`config.mk`:
```
export PLATFORM = sky130hd
export DESIGN_NAME = hamming74_codec
export DESIGN_NICKNAME = d
export VERILOG_FILES = /design/src/rtl/hamming74_codec.sv
export SDC_FILE = /design/constraint.sdc
export NUM_CORES = 1
export LEC_CHECK = 0
export BUFFER_PORTS_ARGS = -buffer_cell sky130_fd_sc_hd__buf_2
export CELL_PAD_IN_SITES_DETAIL_PLACEMENT = 2
export CELL_PAD_IN_SITES_GLOBAL_PLACEMENT = 2
export CORE_MARGIN = 5
export CORE_UTILIZATION = 30
export CTS_CLUSTER_DIAMETER = 120
export DETAILED_ROUTE_END_ITERATION = 12
export GPL_TIMING_DRIVEN = 0
export PLACE_DENSITY = 0.85
export SLEW_MARGIN = 20
export SYNTH_ARGS = -nofsm -noshare
export SYNTH_HDL_FRONTEND = slang
export SYNTH_SLANG_ARGS = --single-unit
```
`constraint.sdc`:
```
create_clock -name clk -period 1 [get_ports clk]
set_input_delay 0.1 -clock clk [delete_from_list [all_inputs] [get_ports clk]]
set_output_delay 0.1 -clock clk [all_outputs]
set_load 0.005 [all_outputs]
```
`src/rtl/hamming74_codec.sv`:
```
module hamming74_codec #(
  parameter bit OUT_REG = 1'b1
) (
  input  logic       clk,
  input  logic       rst_n,
  input  logic [3:0] enc_data,
  output logic [6:0] enc_word,
  input  logic [6:0] dec_word,
  output logic [3:0] dec_data,
  output logic       dec_err,
  output logic [2:0] dec_pos,
  output logic       dec_pos_is_data
);
  localparam int DW = 4;
  localparam int CW = 7;
  localparam int PW = $clog2(CW + 1);

  logic [CW-1:0] enc_c;
  logic [2:0]    syn;
  logic [PW-1:0] pos_c;
  logic [CW-1:0] flip;
  logic [CW-1:0] fixed;
  logic [DW-1:0] data_c;
  logic          err_c;
  logic          kind_c;

  assign enc_c = {enc_data,
                  enc_data[3] ^ enc_data[1] ^ enc_data[0],
                  enc_data[3] ^ enc_data[2] ^ enc_data[0],
                  enc_data[3] ^ enc_data[2] ^ enc_data[1]};

  assign syn = {dec_word[6] ^ dec_word[4] ^ dec_word[3] ^ dec_word[2],
                dec_word[6] ^ dec_word[5] ^ dec_word[3] ^ dec_word[1],
                dec_word[6] ^ dec_word[5] ^ dec_word[4] ^ dec_word[0]};

  always_comb begin
    case (syn)
      3'b111:  pos_c = 3'd7;
      3'b011:  pos_c = 3'd6;
      3'b101:  pos_c = 3'd5;
      3'b110:  pos_c = 3'd4;
      3'b100:  pos_c = 3'd3;
      3'b010:  pos_c = 3'd2;
      3'b001:  pos_c = 3'd1;
      default: pos_c = 3'd0;
    endcase
  end

  always_comb begin
    flip = '0;
    if (pos_c != '0) flip[pos_c - 3'd1] = 1'b1;
  end

  assign fixed  = dec_word ^ flip;
  assign data_c = fixed[CW-1:CW-DW];
  assign err_c  = |syn;
  assign kind_c = pos_c[PW-1];

  generate
    if (OUT_REG) begin : g_reg
      always_ff @(posedge clk or negedge rst_n) begin
        if (!rst_n) begin
          enc_word        <= '0;
          dec_data        <= '0;
          dec_err         <= 1'b0;
          dec_pos         <= '0;
          dec_pos_is_data <= 1'b0;
        end else begin
          enc_word        <= enc_c;
          dec_data        <= data_c;
          dec_err         <= err_c;
          dec_pos         <= pos_c;
          dec_pos_is_data <= kind_c;
        end
      end
    end else begin : g_comb
      assign enc_word        = enc_c;
      assign dec_data        = data_c;
      assign dec_err         = err_c;
      assign dec_pos         = pos_c;
      assign dec_pos_is_data = kind_c;
    end
  endgenerate

  // every codeword the encoder emits passes all three decoder checks
  a_r2_enc_is_codeword: assert property (@(posedge clk) disable iff (!rst_n)
    ((enc_c[6] ^ enc_c[4] ^ enc_c[3] ^ enc_c[2]) == 1'b0) &&
    ((enc_c[6] ^ enc_c[5] ^ enc_c[3] ^ enc_c[1]) == 1'b0) &&
    ((enc_c[6] ^ enc_c[5] ^ enc_c[4] ^ enc_c[0]) == 1'b0));

  a_r3_clean_passthrough: assert property (@(posedge clk) disable iff (!rst_n)
    (syn == 3'b000) |-> (!err_c && pos_c == '0 && data_c == dec_word[6:3]));

  a_r4_single_flip: assert property (@(posedge clk) disable iff (!rst_n)
    err_c |-> ($countones(fixed ^ dec_word) == 1));

  a_r4_repair_valid: assert property (@(posedge clk) disable iff (!rst_n)
    err_c |-> (((fixed[6] ^ fixed[4] ^ fixed[3] ^ fixed[2]) == 1'b0) &&
               ((fixed[6] ^ fixed[5] ^ fixed[3] ^ fixed[1]) == 1'b0) &&
               ((fixed[6] ^ fixed[5] ^ fixed[4] ^ fixed[0]) == 1'b0)));

  a_r6_parity_keeps_data: assert property (@(posedge clk) disable iff (!rst_n)
    !kind_c |-> (data_c == dec_word[6:3]));

  a_r6_data_repair: assert property (@(posedge clk) disable iff (!rst_n)
    kind_c |-> (data_c != dec_word[6:3]));
endmodule

```
==> run metrics <==
cell taking the most area after synthesis dfrtp_1; CTS Buf Count 3; Syn Inst Count 73; Die Span Y 61.22 um; CP Launch Point dec_word[6]; row cnt 18; fmax ~1 GHz; Root Driver clkbuf_4; CP Buf/Inv Count 2; via/cell ratio roughly 4.8; H-tree lvl count 1; number of global-route vias before repair 760; synthesis-stage register bit count 15; Placed Area 1030 um^2; port buffer count 25; CTS max path bufs 2; post-synth top area share ~48%; Clk pin slew, worst setup/hold paths roughly 70 ps; P per Cell Area approximately 1400 nW/um^2; Final HPWL DP approximately 1700 um; # diodes 0; synthesized area 787.0 um^2; Area Growth Syn to Fin 56.76%; status finished with violations; most common cell after layout, fill and taps aside buf_2; Overall Global Routing Usage 12.92%; Pwr Total 1.714 mW; CP Launch Type input port; Total Nets Final ~130; Final Cell Area approximately 1200 um^2; first drt pass iteration count 4; antenna-violating nets left 0; Worst VDD drop 0.6788 mV; Congestion Overflow GR 0; DRT Wirelength 2183 um; # setup viols final 1; Core Region 2500 um^2; min-delay src dec_word[5]; largest net degree at the start of global routing 16; Initial DRC Count 9; CP Capture Type flip-flop; Yosys cell types 26; post-synth net total 86; total stage count of the critical path 6; final setup margin -3.601 ps; Filler cells around 260; Synth area leaders dfrtp_1 48%, xnor2_1 12%, xor2_2 4.1%; Static Leakage between 0.5 and 0.6 nW; clock sink count 15; Worst path slowest cell a211oi_2; violated checks setup timing; routability congestion estimate 0.6890; Worst EP required approximately 1200 ps; RSZ-0062 raised after global routing true; Setup TNS -3.601 ps; Hold Vio Cnt, Final 0; crit-path cells buf_12 > xor2_4 > buf_12 > xnor2_4 > a21oi_2 > a211oi_2; drt drc 0; CTS tree yes; period utilization 100.4%; Hold Crit Depth 2; Min-Delay Endpoint dec_data[2]; via count ~680; critical path's top delay family XOR/XNOR gates; Post-Route Utilization ~50%; drt wl/cell 15.48 um; initial core utilization between 30% and 40%; Worst Tran Pin Value between 400 and 500 ps; kind of critical path in -> reg; Arr. time, crit path about 1200 ps; maximum fanout along the worst path 7; Max-slew headroom between 60 and 70%; share of post-route cells with drive strength above 1 45.95%; # Max-Cap Violations 0; CP dominant cell by count buf_12; Pins Over Slew Limit 0; post-synthesis sequential area ratio 47.69%; max incr delay on CP between 200 and 300 ps; first-pass GRT wire length 3581 um; die footprint around 3700 um^2; Hold WC Path Type in -> reg; Die Width roughly 61 um; clock period minus worst slack about 1000 ps; average size of a mapped cell around 11 um^2; I/O pins 29; initial antenna violation count 0; commonest non-fill, non-tap cells in the layout 22 x buf_2, 15 x dfrtp_1, 8 x xnor2_1, 6 x nand2_1, 5 x dlygate4sd3_1; Synth warnings 0; final hold slack about 86 ps
through the flow:
step           std cells  setup slack [ps]
2_1_floorplan         73            -95.90
3_3_place_gp         128            -301.7
3_5_place_dp         128            -343.3
4_1_cts              142          -0.07494
5_1_grt              141            -28.38
6_report             141            -3.601
state kept, by name, summed over array words and instances (netlist names):
| register | count |
|---|---|
| dec_data | 4 |
| dec_err | 1 |
| dec_pos | 3 |
| enc_word | 7 |
per-layer routing:
metal  part of all wire [%]  global-route usage, %  routed length, um
met5                      0                      0                  0
met3                    9.2                  1.677                200
met1                     38                  14.73                836
met4                   0.50                  3.715                 11
met2                     52                  24.77               1134
final cells by class:
type                            instances  area, um^2  share of cell area (%)
Tap cell                               30       37.54                   3.043
Clock buffer                            4       26.28                   2.130
Buffer                                  4       52.55                   4.260
Sequential cell                        15       375.4                   30.43
Inverter                                1       3.754                  0.3043
Multi-Input combinational cell         52       478.0                   38.74
Timing Repair Buffer                   35       260.3                   21.10
worst max-delay path by stage:
stage | to | slack [ps]
after floorplan | dec_data[3] | -100
after global placement | dec_pos[0] | -300
after detailed placement | dec_pos[0] | -340
after CTS | dec_data[0] | -0.07
after global routing | dec_data[2] | -30
final | dec_data[0] | -4
timing repair:
action,in CTS,in global routing
pin swaps,6,6
gates cloned,0,0
endpoints found under the setup margin,5,6
hold endpoints to repair,19,0
hold buffers,5,0
resized for setup,7,8
setup buffers,5,0
synthesized netlist by cell type, drive strengths merged:
| master | number |
|---|---|
| dfrtp | 15 |
| xnor2 | 12 |
| nand2 | 7 |
| xor2 | 5 |
| buf | 4 |
| o21ai | 4 |
| o22ai | 4 |
| a21oi | 3 |
| nand3 | 3 |
| nor3 | 3 |
| a211oi | 2 |
| nor2 | 2 |
| a31o | 1 |
| a31oi | 1 |
| and3 | 1 |
| clkbuf | 1 |
| inv | 1 |
| mux2i | 1 |
| nand2b | 1 |
| nor4 | 1 |
| o22a | 1 |
cell families after synthesis:
kind of cell           synth area share [%]
XOR/XNOR                              21.78
flip-flops                            47.69
buffers and inverters                 4.132
AND/OR/NAND/NOR                       10.49
AO/OA/AOI/OAI                         14.63
multiplexers                          1.272
power breakdown:
group	total, mW	internal, mW	switching (mW)
logic	0.687	0.344	0.343
registers	0.723	0.698	0.0255
clock network	0.304	0.154	0.150
total	1.71	1.20	0.518
Note: power is estimated with default switching activity, not from simulation.
